===== src/rtl/xdec_pkg.sv =====
package xdec_pkg;

  function automatic int unsigned idx_width(input int unsigned n);
    return (n > 1) ? $clog2(n) : 1;
  endfunction

  localparam logic [1:0] RESP_OKAY   = 2'b00;
  localparam logic [1:0] RESP_DECERR = 2'b11;

  localparam int unsigned SIZE_FIELD_W = 8;

endpackage


===== src/rtl/xdec_region_cmp.sv =====
module xdec_region_cmp #(
  parameter int unsigned     ADDR_W = 32,
  parameter logic [ADDR_W-1:0] BASE = '0,
  parameter int unsigned     BITS   = 12
) (
  input  logic [ADDR_W-1:0] addr,
  output logic              hit
);

  if (BITS == 0) begin : g_off
    assign hit = 1'b0;
  end else if (BITS >= ADDR_W) begin : g_all
    assign hit = 1'b1;
  end else begin : g_cmp
    localparam logic [ADDR_W-1:0] LOW_MASK = (ADDR_W'(1) << BITS) - ADDR_W'(1);
    if ((BASE & LOW_MASK) != '0) begin : g_misaligned
      $error("window base not aligned to its size");
    end
    assign hit = (addr[ADDR_W-1:BITS] == BASE[ADDR_W-1:BITS]);
  end

endmodule


===== src/rtl/xdec_access_filter.sv =====
module xdec_access_filter #(
  parameter int unsigned DST_COUNT = 3,
  parameter int unsigned SRC_COUNT = 2,
  parameter int unsigned SRC_W     = 1,
  parameter logic [DST_COUNT-1:0]           SECURE_MASK = '0,
  parameter logic [SRC_COUNT*DST_COUNT-1:0] READ_CONN   = '1,
  parameter logic [SRC_COUNT*DST_COUNT-1:0] WRITE_CONN  = '1
) (
  input  logic [SRC_W-1:0]     src,
  input  logic                 is_write,
  input  logic                 nonsecure,
  output logic [DST_COUNT-1:0] allow
);

  for (genvar d = 0; d < DST_COUNT; d++) begin : g_dst
    logic secure_ok;
    logic conn_ok;

    assign secure_ok = !(SECURE_MASK[d] && nonsecure);

    always_comb begin
      conn_ok = 1'b0;
      for (int s = 0; s < SRC_COUNT; s++) begin
        if (int'(src) == s) begin
          conn_ok = is_write ? WRITE_CONN[s + d*SRC_COUNT]
                             : READ_CONN[s + d*SRC_COUNT];
        end
      end
    end

    assign allow[d] = secure_ok && conn_ok;
  end

endmodule


===== src/rtl/xdec_priority_pick.sv =====
module xdec_priority_pick #(
  parameter int unsigned DST_COUNT = 3,
  parameter int unsigned REGIONS   = 2,
  parameter int unsigned DST_W     = 2,
  parameter int unsigned REG_W     = 1
) (
  input  logic [DST_COUNT*REGIONS-1:0] win_hit,
  input  logic [DST_COUNT-1:0]         allow,
  output logic                         any,
  output logic [DST_W-1:0]             dst,
  output logic [REG_W-1:0]             region
);

  // ascending scan, later candidates overwrite earlier ones
  always_comb begin
    any    = 1'b0;
    dst    = '0;
    region = '0;
    for (int d = 0; d < DST_COUNT; d++) begin
      for (int r = 0; r < REGIONS; r++) begin
        if (win_hit[d*REGIONS + r] && allow[d]) begin
          any    = 1'b1;
          dst    = DST_W'(d);
          region = REG_W'(r);
        end
      end
    end
  end

endmodule


===== src/rtl/xbar_region_decoder.sv =====
module xbar_region_decoder #(
  parameter int unsigned ADDR_W    = 32,
  parameter int unsigned DST_COUNT = 3,
  parameter int unsigned REGIONS   = 2,
  parameter int unsigned SRC_COUNT = 2,
  parameter logic [DST_COUNT*REGIONS*ADDR_W-1:0] REGION_BASE =
    {32'h0000_1080, 32'h8000_0000, 32'h0000_0000, 32'h0000_1000, 32'h0001_0000, 32'h0000_0000},
  parameter logic [DST_COUNT*REGIONS*8-1:0] REGION_BITS =
    {8'd4, 8'd28, 8'd0, 8'd8, 8'd16, 8'd12},
  parameter logic [DST_COUNT-1:0]           SECURE_MASK = 3'b010,
  parameter logic [SRC_COUNT*DST_COUNT-1:0] READ_CONN   = 6'b011111,
  parameter logic [SRC_COUNT*DST_COUNT-1:0] WRITE_CONN  = 6'b111110,
  localparam int unsigned SRC_W = xdec_pkg::idx_width(SRC_COUNT),
  localparam int unsigned DST_W = xdec_pkg::idx_width(DST_COUNT),
  localparam int unsigned REG_W = xdec_pkg::idx_width(REGIONS)
) (
  input  logic              clk,
  input  logic              rst_n,
  input  logic              in_valid,
  input  logic [ADDR_W-1:0] in_addr,
  input  logic [2:0]        in_prot,
  input  logic [SRC_W-1:0]  in_src,
  input  logic              in_is_write,
  output logic              out_valid,
  output logic [DST_W-1:0]  out_dst,
  output logic [REG_W-1:0]  out_region,
  output logic              out_hit,
  output logic              out_decerr,
  output logic [1:0]        out_resp
);

  localparam int unsigned WIN_COUNT = DST_COUNT * REGIONS;
  localparam int unsigned SZ_W      = xdec_pkg::SIZE_FIELD_W;

  // window comparators
  logic [WIN_COUNT-1:0] win_hit;

  for (genvar e = 0; e < WIN_COUNT; e++) begin : g_win
    xdec_region_cmp #(
      .ADDR_W (ADDR_W),
      .BASE   (REGION_BASE[e*ADDR_W +: ADDR_W]),
      .BITS   (int'(REGION_BITS[e*SZ_W +: SZ_W]))
    ) u_cmp (
      .addr (in_addr),
      .hit  (win_hit[e])
    );
  end

  // security and connectivity
  logic [DST_COUNT-1:0] allow;

  xdec_access_filter #(
    .DST_COUNT   (DST_COUNT),
    .SRC_COUNT   (SRC_COUNT),
    .SRC_W       (SRC_W),
    .SECURE_MASK (SECURE_MASK),
    .READ_CONN   (READ_CONN),
    .WRITE_CONN  (WRITE_CONN)
  ) u_filter (
    .src       (in_src),
    .is_write  (in_is_write),
    .nonsecure (in_prot[1]),
    .allow     (allow)
  );

  // selection
  logic             pick_any;
  logic [DST_W-1:0] pick_dst;
  logic [REG_W-1:0] pick_region;

  xdec_priority_pick #(
    .DST_COUNT (DST_COUNT),
    .REGIONS   (REGIONS),
    .DST_W     (DST_W),
    .REG_W     (REG_W)
  ) u_pick (
    .win_hit (win_hit),
    .allow   (allow),
    .any     (pick_any),
    .dst     (pick_dst),
    .region  (pick_region)
  );

  // result register: next-state
  logic             valid_q,  valid_d;
  logic             hit_q,    hit_d;
  logic [DST_W-1:0] dst_q,    dst_d;
  logic [REG_W-1:0] region_q, region_d;
  logic             load_en;

  assign load_en = in_valid;

  always_comb begin
    valid_d  = in_valid;
    hit_d    = hit_q;
    dst_d    = dst_q;
    region_d = region_q;
    if (load_en) begin
      hit_d    = pick_any;
      dst_d    = pick_any ? pick_dst    : '0;
      region_d = pick_any ? pick_region : '0;
    end
  end

  // result register: state
  always_ff @(posedge clk or negedge rst_n) begin
    if (!rst_n) begin
      valid_q  <= 1'b0;
      hit_q    <= 1'b0;
      dst_q    <= '0;
      region_q <= '0;
    end else begin
      valid_q  <= valid_d;
      hit_q    <= hit_d;
      dst_q    <= dst_d;
      region_q <= region_d;
    end
  end

  // decode-error flag is held in its own register so reset clears it
  logic err_q, err_d;

  always_comb begin
    err_d = err_q;
    if (load_en) err_d = !pick_any;
  end

  always_ff @(posedge clk or negedge rst_n) begin
    if (!rst_n) err_q <= 1'b0;
    else        err_q <= err_d;
  end

  assign out_valid  = valid_q;
  assign out_hit    = hit_q;
  assign out_decerr = err_q;
  assign out_dst    = dst_q;
  assign out_region = region_q;
  assign out_resp   = err_q ? xdec_pkg::RESP_DECERR : xdec_pkg::RESP_OKAY;

endmodule


===== config.mk =====
export PLATFORM = sky130hd
export DESIGN_NAME = xbar_region_decoder
export DESIGN_NICKNAME = d
export VERILOG_FILES = /design/src/rtl/xdec_pkg.sv /design/src/rtl/xdec_region_cmp.sv /design/src/rtl/xdec_access_filter.sv /design/src/rtl/xdec_priority_pick.sv /design/src/rtl/xbar_region_decoder.sv
export SDC_FILE = /design/constraint.sdc
export NUM_CORES = 1
export LEC_CHECK = 0
export BUFFER_PORTS_ARGS = -buffer_cell sky130_fd_sc_hd__buf_4
export CAP_MARGIN = 10
export CORE_AREA = 2 2 39 41
export CTS_BUF_LIST = sky130_fd_sc_hd__clkbuf_2 sky130_fd_sc_hd__clkbuf_4 sky130_fd_sc_hd__clkbuf_8
export CTS_CLUSTER_DIAMETER = 100
export DETAILED_ROUTE_END_ITERATION = 10
export DIE_AREA = 0 0 41 43
export GPL_TIMING_DRIVEN = 0
export HOLD_SLACK_MARGIN = 0.12
export MAX_ROUTING_LAYER = met4
export PLACE_DENSITY = 0.75
export SYNTH_ARGS = -nofsm -noshare
export SYNTH_HDL_FRONTEND = slang
export SYNTH_SLANG_ARGS = --single-unit

===== constraint.sdc =====
create_clock -name clk -period 0.95 [get_ports clk]
set_clock_uncertainty 0.05 [all_clocks]
set_input_delay 0.1425 -clock clk [delete_from_list [all_inputs] [get_ports clk]]
set_output_delay 0.1425 -clock clk [all_outputs]
set_load 0.02 [all_outputs]

After elaboration in Yosys (flattened, before gate mapping)
Index checks and enable logic that the tools add are counted.
{"block": "word_totals", "input_bits": 40, "register_bits": 6, "output_inout_bits": 8}
{"block": "op_classes", "n_mux": 19, "n_reduce_logical": 8, "eq_ne": 4}
{"op": "equality test 28 x 9 -> 1 bit (second input constant)", "count": 1}
{"op": "equality test 24 x 5 -> 1 bit (second input constant)", "count": 1}
{"op": "zero test 20 bit", "count": 1}
{"op": "equality test 16 x 1 -> 1 bit (second input constant)", "count": 1}
{"op": "two-way mux 1 bit", "count": 15}
{"op": "two-way mux 2 bit", "count": 4}
{"op": "logical AND 1 bit", "count": 5}
{"op": "equality test 4 bit (second input constant)", "count": 1}
{"op": "zero test 1 bit", "count": 2}

Depth between registers and ports, before layout
Gate-level depths: netlist of the first run.
{"block": "depth", "ltp_word": 9, "depth_mapped": 4, "depth_no_buf": 4}

Cells and area by module
From an unflattened synthesis of the first run, not the netlist that was laid out.
{"block": "unflattened", "cells_unflattened": 73, "hier_area_um2": 600.6}
{"mod": "xbar_region_decoder", "n_inst": 1, "cells_per_inst": 21, "area_each_um2": 246.5}
{"mod": "xdec_region_cmp (g_win[2].u_cmp)", "n_inst": 1, "cells_per_inst": 9, "area_each_um2": 78.8}
{"mod": "xdec_region_cmp (g_win[5].u_cmp)", "n_inst": 1, "cells_per_inst": 10, "area_each_um2": 76.3}
{"mod": "xdec_priority_pick", "n_inst": 1, "cells_per_inst": 11, "area_each_um2": 53.8}
{"mod": "xdec_region_cmp (g_win[0].u_cmp)", "n_inst": 1, "cells_per_inst": 8, "area_each_um2": 43.8}
{"mod": "xdec_access_filter", "n_inst": 1, "cells_per_inst": 6, "area_each_um2": 38.8}
{"mod": "xdec_region_cmp (g_win[1].u_cmp)", "n_inst": 1, "cells_per_inst": 5, "area_each_um2": 36.3}
{"mod": "xdec_region_cmp (g_win[4].u_cmp)", "n_inst": 1, "cells_per_inst": 1, "area_each_um2": 15.0}
{"mod": "xdec_region_cmp (g_win[3].u_cmp)", "n_inst": 1, "cells_per_inst": 2, "area_each_um2": 11.3}

Worst setup path before layout of the first run
OpenSTA, ideal clock, no wires.
{"block": "synth_path", "path_kind": "in2reg", "start": "input port in_src", "end": "register dst_q[0] (netlist: out_dst[0])", "arrival_ps": 1047, "slack_ps": -268, "t_required_ps": 779, "n_path_buf": 0, "path_stages": 4, "cell_sequence": "nor2b_4 or4_4 nor3b_1 a22o_1"}
{"block": "synth_between", "elab_chain_len": 8}
{"element": "start: declaration", "line_no": "xbar_region_decoder.sv:22", "rtl": "input logic [SRC_W-1:0] in_src,"}
{"element": "two-way mux 1 bit", "line_no": "xdec_access_filter.sv:24", "rtl": "if (int'(src) == s) begin"}
{"element": "logical AND 1 bit", "line_no": "xdec_priority_pick.sv:21", "rtl": "if (win_hit[d*REGIONS + r] && allow[d]) begin"}
{"element": "two-way mux 1 bit (5 in a row)", "line_no": "xdec_priority_pick.sv:21"}
{"element": "two-way mux 2 bit (*)", "line_no": "xbar_region_decoder.sv:100", "rtl": "dst_d = pick_any ? pick_dst : '0;"}
{"element": "end signal: assignment", "line_no": "xbar_region_decoder.sv:115", "rtl": "dst_q <= dst_d;"}
{"element": "end: declaration", "line_no": "xbar_region_decoder.sv:87", "rtl": "logic [DST_W-1:0] dst_q, dst_d;"}
Every way passes the cells marked *; elsewhere a longest branch is shown, timed or not.
A chain may end at the register's enable or synchronous reset.

Worst setup path after layout of the first run
{"block": "layout_path", "start": "register err_q (netlist: out_decerr)", "end": "output port out_resp[1]"}
{"block": "layout_between", "elab_chain_len": 1}
{"element": "start: declaration", "line_no": "xbar_region_decoder.sv:121", "rtl": "logic err_q, err_d;"}
{"element": "start signal: assignment", "line_no": "xbar_region_decoder.sv:130", "rtl": "else err_q <= err_d;"}
{"element": "two-way mux 2 bit", "line_no": "xbar_region_decoder.sv:138", "rtl": "assign out_resp = err_q ? xdec_pkg::RESP_DECERR : xdec_pkg::RESP_OKAY;"}
{"element": "end: declaration", "line_no": "xbar_region_decoder.sv:29", "rtl": "output logic [1:0] out_resp"}
Every way passes these cells.

==> impl_metrics.tcl, run 1 <==
set metrics [dict create \
    dieArea_um2 1760 \
    vdd_drop_max_mv 0.498 \
    gp_congestion 0.747 \
    routedWlPerCell_um 12.2 \
    wl_met3_um 98 \
    rows 14 \
    final_common_cell "buf_4" \
    wl_met2_um 791 \
    synth.distinct_cells 26 \
    p_total_mw 0.852 \
    diodes 0 \
    cts_sinks 6 \
    area_growth_pct 141 \
    syn-instance-count 42 \
    io_buffer_count 41 \
    start_util 0.293 \
    finalWorstSetupSlack_ps -161 \
    grt.overflow.total 0 \
    io_pins 48 \
    slew_headroom 0.656 \
    wl_met1_um 427 \
    final_area_um2 978 \
    tightest_slew_ps 511 \
    drtAntennaViolNets 0 \
    hold_violations 0 \
    maxCapViolCount 0 \
    netlist_area_um2 405 \
    yosys_warnings 0 \
    drive_above_1_share 0.745 \
    fin_crit_sh 1.17 \
    grtUsageTotal 0.182 \
    r2r-start "out_decerr" \
    drc 0 \
    wl_um 1340 \
    vias_per_cell 5.20 \
    power_leakage_nw 0.444 \
    numCtsBuffers 3 \
    cp.required_ps 760 \
    powerDensity_nw_per_um2 871 \
    violations "negative setup slack" \
    holdPathStages 2 \
    core_area_um2 1380 \
    initialDrtViolationCount 3 \
    cts_buffer_depth 2 \
    report.final.slew_viol_count 0 \
    dp_hpwl_um 1030 \
    cts_tree "built" \
    dr.pass1.iters 3 \
    rsz0062_at_grt "true" \
    final_cell_mix "buf_4 (36), buf_6 (13), dfrtp_1 (6)" \
    reg2regPathDepth 2 \
    worstPathMaxFanout 4 \
    synth.avg_cell_area_um2 9.65 \
    critPathArrivalTime_ps 920 \
    antenna_found_initial 0 \
    hold_path.class "in2reg" \
    die-width_um 41 \
    setup.worst_path.class "reg2out" \
    nNetsFinal 136 \
    start_kind "register" \
    yosys_register_bits 6 \
    max_freq_ghz 0.900 \
    syn_nets 82 \
    post-route-min-period_ps 1110 \
    htree_num_levels 1 \
    grt_max_degree 7 \
    fin_setup_tns_ps -811 \
    cts-root-buf "clkbuf_4" \
    chipHeight_um 43 \
    vias 572 \
    cp-startpoint "out_decerr" \
    status "finished with violations" \
    yosys.area.top_type "dfrtp_1" \
    endpoint_kind "primary output" \
    clk_latency_ps 240 \
    path_clk_slew_ps 40 \
    seq_area_frac_synth 0.370 \
    yosys-top-cells-area "dfrtp_1 (37%), nor3_1 (4.9%), o22a_2 (4.9%)" \
    grt_pass1_wl_um 2180 \
    setup_viol 11 \
    nFillCells 114 \
    top_layer "met4" \
    grt_pass1_vias 570 \
    hold_start "in_valid" \
    synth_top_area_frac 0.370 \
    dpl_cell_area_um2 778 \
]
-- through the flow --
stage	utilization	worst slack [ps]	hold slack (ps)	cells
4_1_cts	0.672	-171	116	109
6_report	0.707	-161	119	110
5_1_grt	0.707	-182	120	110
3_5_place_dp	0.562	-476	-98.9	99
2_1_floorplan	-	-268	-203	42
3_3_place_gp	0.562	-440	-101	99
-- kinds of logic (layout without fill, tap and decap cells) --
group / count (synthesis) / count (layout) / share of synthesized area
and+or+nand+nor: 23 / 23 / 0.380
buffers and inverters: 3 / 55 / 0.0463
AOI/OAI and AO/OA: 10 / 10 / 0.204
DFF: 6 / 6 / 0.370
-- path summary, 6_finish.rpt --
check / end / slack, ps
worst max-delay path: out_resp[1] / -160
worst min-delay path: out_region / 120
worst max register to register: out_decerr / -10
worst min register to register: out_region / 560
max in group asynchronous: out_hit / 550
min in group asynchronous: out_region / 190
-- sequential cells by signal (all words and copies together) (netlist names) --
name        flops
out_decerr      1
out_dst         2
out_region      1
out_hit         1
out_valid       1
-- Yosys cell counts --
cell / n
dfrtp_1: 6
nor3_1: 4
nor2_1: 3
nor4_1: 3
a22o_1: 2
buf_4: 2
nand4_1: 2
o22a_2: 2
a21oi_1: 1
a31o_2: 1
a41oi_1: 1
and3_1: 1
and4_1: 1
inv_1: 1
nand2b_1: 1
nand3_1: 1
nor2b_1: 1
nor2b_4: 1
nor3_2: 1
nor3b_1: 1
o2111ai_1: 1
o21ai_0: 1
o41ai_1: 1
or2b_1: 1
or2b_2: 1
or4_4: 1
-- where the power goes --
| part | total (mW) | internal (mW) | switching [mW] |
|---|---|---|---|
| clock | 0.229 | 0.142 | 0.0865 |
| sequential | 0.285 | 0.272 | 0.0127 |
| combinational | 0.339 | 0.210 | 0.128 |
-- layout make-up --
| cell class | instances | area (um^2) | area share |
|---|---|---|---|
| Clock buffer | 3 | 22.5 | 0.0230 |
| Tap cell | 16 | 20.0 | 0.0205 |
| Sequential cell | 6 | 150 | 0.153 |
| Multi-Input combinational cell | 33 | 345 | 0.353 |
| Buffer | 2 | 22.5 | 0.0230 |
| Inverter | 1 | 3.75 | 0.00384 |
| Timing Repair Buffer | 49 | 414 | 0.423 |
-- critical path, cell delays in order (launching register included) --
cell	delay [ps]
dfrtp_1	420
buf_6	140
buf_6	120
-- metal layers --
metal,track usage,vias up
li1,-,271
met1,0.173,273
met2,0.328,26
met3,0.0209,2
met4,0.0933,0
met5,-,-
-- what timing repair did --
action	4_1_cts	5_1_grt
resized for setup	16	7
setup endpoints to repair	12	13
cloned	0	0
hold buffers	2	0
hold endpoints to repair	8	0
pin swaps	4	2
setup buffers	5	1
Power figures use the tool's default switching activity.
==> inputs of run 2 (changes only) <==
Settings changed: ABC_AREA set to 1, CORE_AREA 2 2 39 41 to not set, CORE_UTILIZATION set to 37, DIE_AREA 0 0 41 43 to not set, PLACE_DENSITY 0.75 to 0.81.
==> impl_metrics.tcl, run 2 <==
set metrics [dict create \
    critPathArrivalTime_ps 900 \
    start_util 0.397 \
    maxCapViolCount 0 \
    yosys-top-cells-area "dfrtp_1 (29%), nand2_1 (19%), nor2_1 (13%)" \
    wl_met2_um 878 \
    setup.worst_path.class "reg2out" \
    report.final.slew_viol_count 0 \
    yosys.area.top_type "dfrtp_1" \
    synth_top_area_frac 0.294 \
    cp-startpoint "out_decerr" \
    diodes 0 \
    final_common_cell "buf_4" \
    synth.avg_cell_area_um2 6.01 \
    clk_latency_ps 230 \
    htree_num_levels 1 \
    cts_buffer_depth 2 \
    dpl_worst_slack_ps -177 \
    dpl_cell_area_um2 837 \
    yosys_warnings 0 \
    post-route-min-period_ps 1090 \
    top_layer "met4" \
    vias_per_cell 4.69 \
    drive_above_1_share 0.514 \
    wl_met1_um 537 \
    final_area_um2 1020 \
    wl_um 1540 \
    seq_area_frac_synth 0.294 \
    power_leakage_nw 0.522 \
    dp_hpwl_um 1120 \
    grtUsageTotal 0.213 \
    powerDensity_nw_per_um2 779 \
    synth.distinct_cells 16 \
    synth_most_common_cell "nand2_1" \
    nNetsFinal 180 \
    dieArea_um2 1530 \
    worstPathMaxFanout 4 \
    utilization 0.792 \
    endpoint_kind "primary output" \
    largest_reg_flops 2 \
    cts-root-buf "clkbuf_4" \
    synth_common_cells "nand2_1 (26), nor2_1 (18), inv_1 (10)" \
    drc 0 \
    grt_pass1_wl_um 2200 \
    antenna_found_initial 0 \
    rows 13 \
    ys.flop_type "dfrtp_1" \
    rsz0062_at_grt "true" \
    synth_edf_count 0 \
    grt_max_degree 7 \
    netlist_area_um2 510 \
    finalWorstSetupSlack_ps -145 \
    numCtsBuffers 3 \
    io_pins 48 \
    core_area_um2 1280 \
    max_freq_ghz 0.913 \
    tightest_slew_ps 299 \
    chipHeight_um 39.1 \
    grt.overflow.total 0 \
    hold_path.class "in2reg" \
    slew_headroom 0.799 \
    dr.pass1.iters 4 \
    status "finished with violations" \
    setup_viol 6 \
    final_cell_mix "buf_4 (42), nand2_1 (24), nor2_1 (13)" \
    syn-instance-count 85 \
    cp.required_ps 760 \
    syn_nets 125 \
    start_kind "register" \
    wl_met3_um 81 \
    r2r-start "out_decerr" \
    cts_sinks 6 \
    routedWlPerCell_um 10.1 \
    drtAntennaViolNets 0 \
    vdd_drop_max_mv 0.371 \
    vias 718 \
    io_buffer_count 41 \
    die-width_um 39.1 \
    initialDrtViolationCount 21 \
    grt_pass1_vias 589 \
    hold_start "in_valid" \
    hold_slack_ps 127 \
    gp_congestion 0.727 \
    violations "negative setup slack" \
    yosys_register_bits 6 \
    hold_violations 0 \
    cts_tree "built" \
    path_clk_slew_ps 40 \
    synthArstFlopShare 1.00 \
    area_growth_pct 99.3 \
    fin_crit_sh 1.15 \
]
==> run 2: through the flow <==
| step | power, mW | instances | TNS [ps] |
|---|---|---|---|
| 3_5_place_dp | 0.507 | 141 | -760 |
| 2_1_floorplan | 0.355 | 85 | 0 |
| 6_report | 0.792 | 153 | -344 |
| 3_3_place_gp | 0.500 | 141 | -713 |
| 4_1_cts | 0.759 | 149 | -394 |
| 5_1_grt | 0.836 | 153 | -519 |
==> run 2: timing repair <==
item,in CTS,in global routing
endpoints found under the setup margin,7,12
hold endpoints to repair,9,0
pin swaps,0,11
resized for setup,6,16
setup buffers,2,4
hold buffers,3,0
==> run 2: cell type report <==
class	count	area, um^2
tap	15	18.8
buffer	2	15.0
multi-input combinational	67	364
inverter	10	37.5
sequential	6	150
timing repair buffer	50	409
clock buffer	3	22.5
fill	100	268
==> run 2: cell families after synthesis <==
group / synth area share
flip-flops: 0.294
AND/OR/NAND/NOR: 0.583
AO/OA/AOI/OAI: 0.0196
buffers and inverters: 0.103
==> run 2: path summary, 6_finish.rpt <==
check	endpoint	slack, ps	cells after the start
setup / recovery	out_resp[1]	-140	2
hold / removal	out_decerr	130	3
setup reg to reg	out_decerr	140	3
hold reg to reg	out_region	460	2
max in group asynchronous	out_decerr	540	2
min in group asynchronous	out_valid	190	2
==> run 2: worst max-delay path, cell delays in order (launching register included) <==
cell     delay [ps]
dfrtp_1         400
buf_4           150
buf_6           120
==> run 2: report_power, final <==
group / leakage (nW) / switching, mW / internal (mW)
clock network: 0.0138 / 0.0886 / 0.143
logic: 0.430 / 0.123 / 0.167
registers: 0.0781 / 0.00618 / 0.264
==> run 2: metal layers <==
| metal | vias up | global-route usage |
|---|---|---|
| met4 | 0 | 0.0776 |
| met5 | - | - |
| met2 | 34 | 0.413 |
| met1 | 310 | 0.216 |
| met3 | 4 | 0.0231 |
| li1 | 370 | - |
==> inputs of run 3 (changes only) <==
Settings changed: ABC_AREA 1 to not set, CORE_AREA set to 2 2 39 41, CORE_UTILIZATION 37 to not set, DIE_AREA set to 0 0 41 43, PLACE_DENSITY 0.81 to 0.75, REMOVE_ABC_BUFFERS set to 1.
==> impl_metrics.tcl, run 3 (synthesized netlist as in run 1, its figures left out) <==
set metrics [dict create \
    cp-startpoint "in_src" \
    dr.pass1.iters 4 \
    hold_violations 0 \
    wl_met3_um 122 \
    wl_met2_um 690 \
    io_buffer_count 41 \
    io_pins 48 \
    rsz0062_at_grt "true" \
    cp.required_ps 1040 \
    vdd_drop_max_mv 0.440 \
    fin_crit_sh 1.17 \
    hold_start "in_valid" \
    setup.worst_path.class "in2reg" \
    worstPathMaxFanout 3 \
    fin_cells 105 \
    wl_met1_um 473 \
    placed_cells 97 \
    area_growth_pct 117 \
    grt_pass1_wl_um 2130 \
    numCtsBuffers 3 \
    nFillCells 105 \
    maxCapViolCount 0 \
    cts_sinks 6 \
    final_common_cell "buf_4" \
    reg2regPathDepth 2 \
    report.final.slew_viol_count 0 \
    vias 553 \
    utilization 0.636 \
    rows 14 \
    max_freq_ghz 0.899 \
    antenna_found_initial 0 \
    wl_um 1320 \
    grt_max_degree 7 \
    endpoint_kind "register" \
    top_layer "met4" \
    grtUsageTotal 0.177 \
    vias_per_cell 5.27 \
    drc 0 \
    rr_endpoint "out_dst[1]" \
    post-route-min-period_ps 1110 \
    cts_buffer_depth 2 \
    grt.overflow.total 0 \
    final_cell_mix "buf_4 (38), buf_6 (6), dfrtp_1 (6)" \
    grt_pass1_vias 540 \
    largest_reg_flops 2 \
    drive_above_1_share 0.719 \
    dp_hpwl_um 975 \
    dieArea_um2 1760 \
    setup_viol 12 \
    routedWlPerCell_um 12.6 \
    gp_congestion 0.716 \
    start_util 0.293 \
    initialDrtViolationCount 10 \
    slew_headroom 0.776 \
    nNetsFinal 131 \
    core_area_um2 1380 \
    drtAntennaViolNets 0 \
    hold_slack_ps 118 \
    finalWorstSetupSlack_ps -163 \
    critPathArrivalTime_ps 1200 \
    cts_tree "built" \
    hold_path.class "in2reg" \
    powerDensity_nw_per_um2 917 \
    setup.worst_path.end "out_dst[0]" \
    power_leakage_nw 0.418 \
    chipHeight_um 43 \
    path_clk_slew_ps 40 \
    clk_latency_ps 250 \
    r2r_slack_ps 60 \
    violations "negative setup slack" \
    status "finished with violations" \
    diodes 0 \
    cts-root-buf "clkbuf_4" \
    htree_num_levels 1 \
    start_kind "input port" \
    r2r-start "out_dst[1]" \
    tightest_slew_ps 334 \
    die-width_um 41 \
]
[run 3: cell types whose count changed in the layout (fill, tap and decap cells not counted), moves of 3 or more]
cell     delta
nor2_2      -6
inv_1       -9
nor2_4      -6
buf_4       -4
nand3_2     -3
nand2_2     -3
nor2_1     -10
nand3_1     -4
nand2_1    -24
[run 3: worst min path at each step]
stage	end	slack (ps)	cells after the start
finish	out_dst[1]	120	2
global route	out_dst[1]	140	2
CTS	out_dst[1]	120	2
detailed placement	out_hit	-100	1
global placement	out_valid	-100	1
floorplan	out_decerr	-200	0
[run 3: cell type report]
cell class	count	area, um^2	share of cell area
flip-flops and latches	6	150	0.171
repair buffers	46	373	0.424
well taps	16	20.0	0.0228
inverters	1	3.75	0.00427
multi-input cells	33	310	0.353
clock buffers	3	22.5	0.0256
[run 3: timing repair]
| item | 4_1_cts | 5_1_grt |
|---|---|---|
| setup endpoints to repair | 12 | 13 |
| hold buffers | 2 | 0 |
| gates resized for setup | 12 | 6 |
| pin swaps | 1 | 2 |
| hold endpoints to repair | 7 | 0 |
| setup buffers | 3 | 0 |
| gates cloned | 0 | 0 |
[run 3: per-layer routing]
metal  global-route usage  vias to the layer above
met1                0.208                      249
met5                    -                        -
met2                0.288                       37
li1                     -                      262
met3               0.0209                        5
met4               0.0733                        0
[run 3: worst max-delay path, cell delays in order]
cell	delay, ps
buf_6	90
nor2b_4	120
or4_4	490
nor3b_2	170
a22o_1	190
[run 3: report_power, final]
group / switching, mW / internal (mW) / total [mW] / leakage, nW
Clock: 0.0946 / 0.143 / 0.238 / 0.0138
Combinational: 0.114 / 0.173 / 0.287 / 0.330
Sequential: 0.0107 / 0.272 / 0.282 / 0.0738
Total: 0.219 / 0.587 / 0.807 / 0.418
[run 3: stage by stage]
| stage | total power [mW] | setup TNS (ps) | worst slack (ps) | instance area [um^2] |
|---|---|---|---|---|
| 3_3_place_gp | 0.515 | -1970 | -415 | 718 |
| 6_report | 0.807 | -850 | -163 | 880 |
| 5_1_grt | 0.832 | -1260 | -208 | 880 |
| 3_5_place_dp | 0.520 | -2060 | -465 | 718 |
| 2_1_floorplan | 0.360 | -1100 | -268 | 390 |
| 4_1_cts | 0.793 | -834 | -155 | 848 |
